$ cat config.mk
export PLATFORM = sky130hd
export DESIGN_NAME = nalu_core
export DESIGN_NICKNAME = d
export VERILOG_FILES = /design/src/rtl/nalu_pkg.sv /design/src/rtl/nalu_addsub.sv /design/src/rtl/nalu_rotate.sv /design/src/rtl/nalu_flagreg.sv /design/src/rtl/nalu_core.sv
export SDC_FILE = /design/constraint.sdc
export NUM_CORES = 1
export LEC_CHECK = 0
export BUFFER_PORTS_ARGS = -buffer_cell sky130_fd_sc_hd__buf_2
export CAP_MARGIN = 20
export CORE_UTILIZATION = 45
export DETAILED_ROUTE_END_ITERATION = 8
export GPL_ROUTABILITY_DRIVEN = 1
export PLACE_DENSITY = 0.74
export SLEW_MARGIN = 20
export SYNTH_ARGS = -nofsm -noshare
export SYNTH_HDL_FRONTEND = slang
export SYNTH_HIERARCHICAL = 1
export SYNTH_SLANG_ARGS = --single-unit
$ cat constraint.sdc
create_clock -name clk -period 3.5 [get_ports clk]
set_input_delay 0.35 -clock clk [delete_from_list [all_inputs] [get_ports clk]]
set_output_delay 0.35 -clock clk [all_outputs]
set_load 0.1 [all_outputs]
$ cat src/rtl/nalu_pkg.sv
`timescale 1ns/1ps
package nalu_pkg;

    typedef enum logic [3:0] {
        OP_NOP  = 4'd0,
        OP_ADD  = 4'd1,
        OP_ADC  = 4'd2,
        OP_SUB  = 4'd3,
        OP_SBC  = 4'd4,
        OP_CMP  = 4'd5,
        OP_RLC  = 4'd6,
        OP_RRC  = 4'd7,
        OP_TCLR = 4'd8,
        OP_TSET = 4'd9,
        OP_GSET = 4'd10,
        OP_GCLR = 4'd11,
        OP_GTST = 4'd12
    } op_e;

    typedef enum logic [1:0] {
        CLS_NONE  = 2'd0,
        CLS_ARITH = 2'd1,
        CLS_ROT   = 2'd2,
        CLS_FLAG  = 2'd3
    } cls_e;

    typedef struct packed {
        logic c;
        logic z;
        logic s;
        logic g;
    } flags_t;

    localparam flags_t FLAGS_RST = '{c: 1'b0, z: 1'b0, s: 1'b1, g: 1'b0};

    typedef struct packed {
        cls_e cls;
        logic sub;      // invert second operand, default carry-in 1
        logic use_cf;   // carry-in taken from the carry flag
        logic left;     // rotate direction
        logic keep_acc; // result port shows the accumulator
    } ctl_t;

    function automatic ctl_t nalu_decode(input op_e op);
        ctl_t d;
        d = '{cls: CLS_NONE, sub: 1'b0, use_cf: 1'b0, left: 1'b0, keep_acc: 1'b1};
        case (op)
            OP_ADD: begin d.cls = CLS_ARITH; d.keep_acc = 1'b0; end
            OP_ADC: begin d.cls = CLS_ARITH; d.use_cf = 1'b1; d.keep_acc = 1'b0; end
            OP_SUB: begin d.cls = CLS_ARITH; d.sub = 1'b1; d.keep_acc = 1'b0; end
            OP_SBC: begin d.cls = CLS_ARITH; d.sub = 1'b1; d.use_cf = 1'b1; d.keep_acc = 1'b0; end
            OP_CMP: begin d.cls = CLS_ARITH; d.sub = 1'b1; end
            OP_RLC: begin d.cls = CLS_ROT; d.left = 1'b1; d.keep_acc = 1'b0; end
            OP_RRC: begin d.cls = CLS_ROT; d.keep_acc = 1'b0; end
            OP_TCLR, OP_TSET, OP_GSET, OP_GCLR, OP_GTST: d.cls = CLS_FLAG;
            default: d.cls = CLS_NONE;
        endcase
        return d;
    endfunction

endpackage

$ cat src/rtl/nalu_addsub.sv
`timescale 1ns/1ps
module nalu_addsub #(
    parameter int W = 4
) (
    input  logic [W-1:0] a_i,
    input  logic [W-1:0] b_i,
    input  logic         sub_i,
    input  logic         cin_i,
    output logic [W-1:0] sum_o,
    output logic         cout_o
);
    // Ripple chain; subtraction is a + ~b + cin, so the carry out is the
    // inverted borrow.
    logic [W:0] chain;
    assign chain[0] = cin_i;

    for (genvar i = 0; i < W; i++) begin : g_bit
        logic bx;
        assign bx          = b_i[i] ^ sub_i;
        assign sum_o[i]    = a_i[i] ^ bx ^ chain[i];
        assign chain[i+1]  = (a_i[i] & bx) | (chain[i] & (a_i[i] ^ bx));
    end

    assign cout_o = chain[W];
endmodule

$ cat src/rtl/nalu_rotate.sv
`timescale 1ns/1ps
module nalu_rotate #(
    parameter int W = 4
) (
    input  logic [W-1:0] a_i,
    input  logic         cin_i,
    input  logic         left_i,
    output logic [W-1:0] res_o,
    output logic         cout_o
);
    logic [W-1:0] lft;
    logic [W-1:0] rgt;

    for (genvar i = 0; i < W; i++) begin : g_pos
        if (i == 0) begin : g_lsb
            assign lft[i] = cin_i;
        end else begin : g_lup
            assign lft[i] = a_i[i-1];
        end
        if (i == W-1) begin : g_msb
            assign rgt[i] = cin_i;
        end else begin : g_rdn
            assign rgt[i] = a_i[i+1];
        end
    end

    assign res_o  = left_i ? lft : rgt;
    assign cout_o = left_i ? a_i[W-1] : a_i[0];
endmodule

$ cat src/rtl/nalu_flagreg.sv
`timescale 1ns/1ps
module nalu_flagreg
    import nalu_pkg::*;
(
    input  logic   clk,
    input  logic   rst,
    input  logic   load_i,
    input  flags_t load_val_i,
    input  flags_t nxt_i,
    output flags_t q_o
);
    flags_t q;

    always_ff @(posedge clk) begin
        if (rst)         q <= FLAGS_RST;
        else if (load_i) q <= load_val_i;
        else             q <= nxt_i;
    end

    assign q_o = q;


    rst_val_chk: assert property (@(posedge clk) rst |=> q == FLAGS_RST);


    restore_load_chk: assert property (@(posedge clk) disable iff (rst)
        load_i |=> q == $past(load_val_i));
endmodule

$ cat src/rtl/nalu_core.sv
`timescale 1ns/1ps
module nalu_core
    import nalu_pkg::*;
#(
    parameter int W = 4
) (
    input  logic         clk,
    input  logic         rst,
    input  logic [3:0]   op_i,
    input  logic [W-1:0] acc_i,
    input  logic [W-1:0] opnd_i,
    input  logic         restore_en_i,
    input  logic [3:0]   restore_flags_i,
    output logic [W-1:0] res_o,
    output logic [3:0]   flags_o
);
    op_e          op;
    ctl_t         ctl;
    flags_t       fq;
    flags_t       fn;
    logic [W-1:0] sum;
    logic [W-1:0] rot;
    logic         sum_c;
    logic         rot_c;
    logic         cin;
    logic [W-1:0] res;

    assign op  = op_e'(op_i);
    assign ctl = nalu_decode(op);
    assign cin = ctl.use_cf ? fq.c : ctl.sub;

    nalu_addsub #(.W(W)) u_addsub (
        .a_i    (acc_i),
        .b_i    (opnd_i),
        .sub_i  (ctl.sub),
        .cin_i  (cin),
        .sum_o  (sum),
        .cout_o (sum_c)
    );

    nalu_rotate #(.W(W)) u_rotate (
        .a_i    (acc_i),
        .cin_i  (fq.c),
        .left_i (ctl.left),
        .res_o  (rot),
        .cout_o (rot_c)
    );

    always_comb begin
        fn  = fq;
        res = acc_i;
        case (ctl.cls)
            CLS_ARITH: begin
                fn.c = sum_c;
                fn.z = (sum == '0);
                fn.s = ~sum_c;
                if (!ctl.keep_acc) res = sum;
            end
            CLS_ROT: begin
                fn.c = rot_c;
                fn.z = (rot == '0);
                res  = rot;
            end
            CLS_FLAG: begin
                case (op)
                    OP_TCLR: begin fn.s = fq.c; fn.c = 1'b0; end
                    OP_TSET: begin fn.s = fq.c; fn.c = 1'b1; end
                    OP_GSET: fn.g = 1'b1;
                    OP_GCLR: fn.g = 1'b0;
                    OP_GTST: fn.s = fq.g;
                    default: ;
                endcase
            end
            default: ;
        endcase
    end

    nalu_flagreg u_flagreg (
        .clk        (clk),
        .rst        (rst),
        .load_i     (restore_en_i),
        .load_val_i (flags_t'(restore_flags_i)),
        .nxt_i      (fn),
        .q_o        (fq)
    );

    assign res_o   = res;
    assign flags_o = fq;

    // Checking aids: wide sum independent of the ripple chain.
    logic [W:0] chk_wide;
    logic       chk_arith;
    logic       chk_rot;
    assign chk_wide  = {1'b0, acc_i} + {1'b0, opnd_i};
    assign chk_arith = (op_i >= 4'd1) && (op_i <= 4'd5);
    assign chk_rot   = (op_i == 4'd6) || (op_i == 4'd7);


    add_carry_chk: assert property (@(posedge clk) disable iff (rst)
        (!restore_en_i && op_i == 4'd1) |=> flags_o[3] == $past(chk_wide[W]));


    zero_flag_chk: assert property (@(posedge clk) disable iff (rst)
        (!restore_en_i && (op_i == 4'd1 || op_i == 4'd3 || chk_rot))
        |=> flags_o[2] == ($past(res_o) == '0));


    status_inv_chk: assert property (@(posedge clk) disable iff (rst)
        (!restore_en_i && chk_arith) |=> flags_o[1] == !flags_o[3]);


    rot_keep_status_chk: assert property (@(posedge clk) disable iff (rst)
        (!restore_en_i && chk_rot) |=> flags_o[1] == $past(flags_o[1]));


    test_clear_chk: assert property (@(posedge clk) disable iff (rst)
        (!restore_en_i && op_i == 4'd8) |=> (!flags_o[3] && flags_o[1] == $past(flags_o[3])));


    gflag_hold_chk: assert property (@(posedge clk) disable iff (rst)
        (!restore_en_i && (chk_arith || chk_rot)) |=> flags_o[0] == $past(flags_o[0]));


    idle_op_chk: assert property (@(posedge clk) disable iff (rst)
        (!restore_en_i && (op_i == 4'd0 || op_i >= 4'd13)) |=> $stable(flags_o));
endmodule

==> metrics <==
die width=44.3 um; Inserted Diodes=0; commonest non-fill, non-tap cell in the layout=buf_2; peak supply drop=0.195 mV; vias=856; crit path DAT=3.04 ns; largest family of logic cells by synthesized area=compound AO/OA/AOI/OAI gates; Layout Cell Area excl Fill=1060 sq um; Setup WS post-layout=0.114 ns; delay-heaviest family, CP=adder cells; Max Cap Viol=0; clock skew=0.00371 ns; Slew HR=67.8%; DRC viols=0; post-synthesis compound-gate area fraction=26.4%; TNS Setup=0 ns; nets=162; CP max FO=12; critical path endpoint category=primary output; DIE HEIGHT=44.3 um; # port buffers=26; most frequent cells in the layout=buf_2 (23), inv_1 (13), nand2_1 (12); CTS Sinks=4; H-tree depth=1; FF-to-FF setup slack=0.47 ns; CP cell instances=clkbuf_4 -> inv_2 -> nand2_1 -> a21oi_2 -> xnor2_1 -> fa_1 -> inv_1 -> fa_1 -> inv_1 -> fa_1 -> inv_1 -> fa_1 -> a22oi_2 -> o221ai_2 -> buf_12; CTS tree=built; Final setup violation count=0; R2R Path Start=u_flagreg/q_o[3]$_SDFF_PP0_; clk buf depth=2; post-synth top area cell=dfxtp_1; WP buf/inv=6; DR iter-0 viols=21; Final Util=66.7%; Synth Warn #=6; Root Buffer=clkbuf_4; sequential element share of the synthesized area=9.95%; Overflow after GRT=0; # hold bufs at CTS=0; syn nets=133; final WL=1.95 mm; overall global routing resource usage=21.7%; simple-gate share of the synthesized area=18.0%; placed cells=154; final slew viol count=0; io pins=27; Yosys reg bits=4; share of layout cells above drive strength 1=36.8%; initial antenna violation count=0; DIE AREA=1960 sq um; Setup CP Type=primary input to primary output; vias per inst=5.45; pre-CTS setup slack=0.0231 ns; clk_lat worst skew=0.23 ns; reg2reg path depth=15; Post-DRT Antenna Nets=0; Largest register FFs=4; leakage=0.490 nW; outcome=finished, final reports clean; Post-Synthesis Cells=106; Hold Fails Final Rpt=0; Clock Pin Slew Worst Setup and Hold Paths=0.03 ns; Synth top area share=9.95%; peak per-stage delay on the critical path=0.44 ns; mux cell area share after synthesis=12.0%; Starting Density=50.5%; cell area after synthesis=805 sq um; DPL Wire Length=1.59 mm; worst hold slack=0.326 ns; most frequent CP cell=fa_1; Synth Area in Adders=16.2%; WP data required=3.15 ns; largest net degree at the start of global routing=13; Worst R2R End=u_flagreg/q_o[2]$_SDFF_PP0_; max frequency=295 MHz; fin crit period=3.39 ns; DP Area=1030 sq um; Pwr Total=0.373 mW; Crit. Startpoint=op_i[1]; Row Count=14; Worst Max-Slew Pin Slew=0.486 ns; top post-synthesis cells by area=dfxtp_1 (10%), fa_1 (10%), mux2_2 (7.0%); Final Cycle Share=96.7%; Area Overhead vs Synth=32.2%; Worst Hold Class=primary input to register; startpoint class of the critical path=primary input; Avg Cell Area, Syn=7.59 sq um; CTS buffer count=3; PwrDens=351 nW/um^2; first-pass GRT wire length=3.21 mm; # fillers=133; DR pass1 iterations=4; post-synth cell types=39; Critical-path top delay cell=fa_1; core region area=1590 sq um; GPL Wtd Cong=0.849; setup bufs post-CTS=0; worst setup path endpoint=res_o[3]; vias in the first global route=749; Worst path depth=15; WL/cell=12.4 um; Finished Layout Cells=157; Post-CTS Resized=0; post-synthesis xor/xnor area fraction=6.53%
==> synth_stat cells, drive strengths merged <==
library cell,number
nor4,2
a31oi,1
xor2,2
mux2,5
xnor2,4
ha,4
clkbuf,3
a21oi,5
o31ai,2
a21o,2
nor3,2
o221ai,3
a211oi,2
dfxtp,4
buf,3
nand2b,1
nand3b,2
inv,15
o32ai,1
fa,4
and2,1
a22o,1
o211ai,1
a211o,1
o2bb2a,1
o22ai,1
o21ai,3
nor4b,1
a22oi,4
nor2,7
nor2b,2
mux2i,4
nand2,12
==> worst register-to-register path, stage by stage, from the launching register on <==
cell,delay (ns)
dfxtp_1,0.36
nor2_1,0.05
nor3_1,0.14
inv_1,0.08
fa_1,0.39
inv_1,0.10
fa_1,0.16
inv_1,0.05
fa_1,0.36
inv_1,0.08
fa_1,0.44
nor4b_1,0.36
a211oi_1,0.09
a21oi_1,0.14
mux2i_1,0.08
nor2_1,0.08
==> worst min-delay path by stage <==
stage	startpoint	end	slack (ns)	cells past startpoint
floorplan	rst	u_flagreg/q_o[0]$_SDFF_PP0_	0.42	1
global placement	restore_flags_i[1]	u_flagreg/q_o[1]$_SDFF_PP1_	0.56	2
detailed placement	restore_flags_i[1]	u_flagreg/q_o[1]$_SDFF_PP1_	0.56	2
CTS	restore_flags_i[1]	u_flagreg/q_o[1]$_SDFF_PP1_	0.32	2
global route	restore_flags_i[1]	u_flagreg/q_o[1]$_SDFF_PP1_	0.31	2
finish	restore_flags_i[1]	u_flagreg/q_o[1]$_SDFF_PP1_	0.33	2
==> routing by layer <==
| metal | routed length [um] | vias to the layer above | share of wire [%] | global-route usage (%) |
|---|---|---|---|---|
| li1 | - | 426 | - | - |
| met1 | 926 | 400 | 47 | 29.9 |
| met2 | 944 | 28 | 48 | 35.9 |
| met3 | 59 | 2 | 3.0 | 3.67 |
| met4 | 19 | 0 | 0.97 | 3.64 |
| met5 | 0 | - | 0 | 0 |
==> power breakdown <==
part / total, mW / internal, mW / switching, mW
logic: 0.265 / 0.0876 / 0.177
clock network: 0.0565 / 0.0383 / 0.0181
registers: 0.0523 / 0.0499 / 0.00236
total: 0.373 / 0.176 / 0.197
==> cell families after synthesis <==
logic type / count (synthesis)
AO/OA/AOI/OAI: 28
XOR/XNOR: 6
AND/OR/NAND/NOR: 30
flip-flops: 4
multiplexers: 9
buffers and inverters: 21
adder cells (fa/ha/maj): 8
==> cell type report <==
| class | count | area, sq um | area share [%] |
|---|---|---|---|
| sequential | 4 | 80.1 | 7.53 |
| multi-input combinational | 81 | 682 | 64.1 |
| clock buffer | 3 | 22.5 | 2.12 |
| timing repair buffer | 30 | 193 | 18.1 |
| inverter | 15 | 56.3 | 5.29 |
| tap | 24 | 30.0 | 2.82 |
No activity file was read; power rests on OpenSTA's default activity.
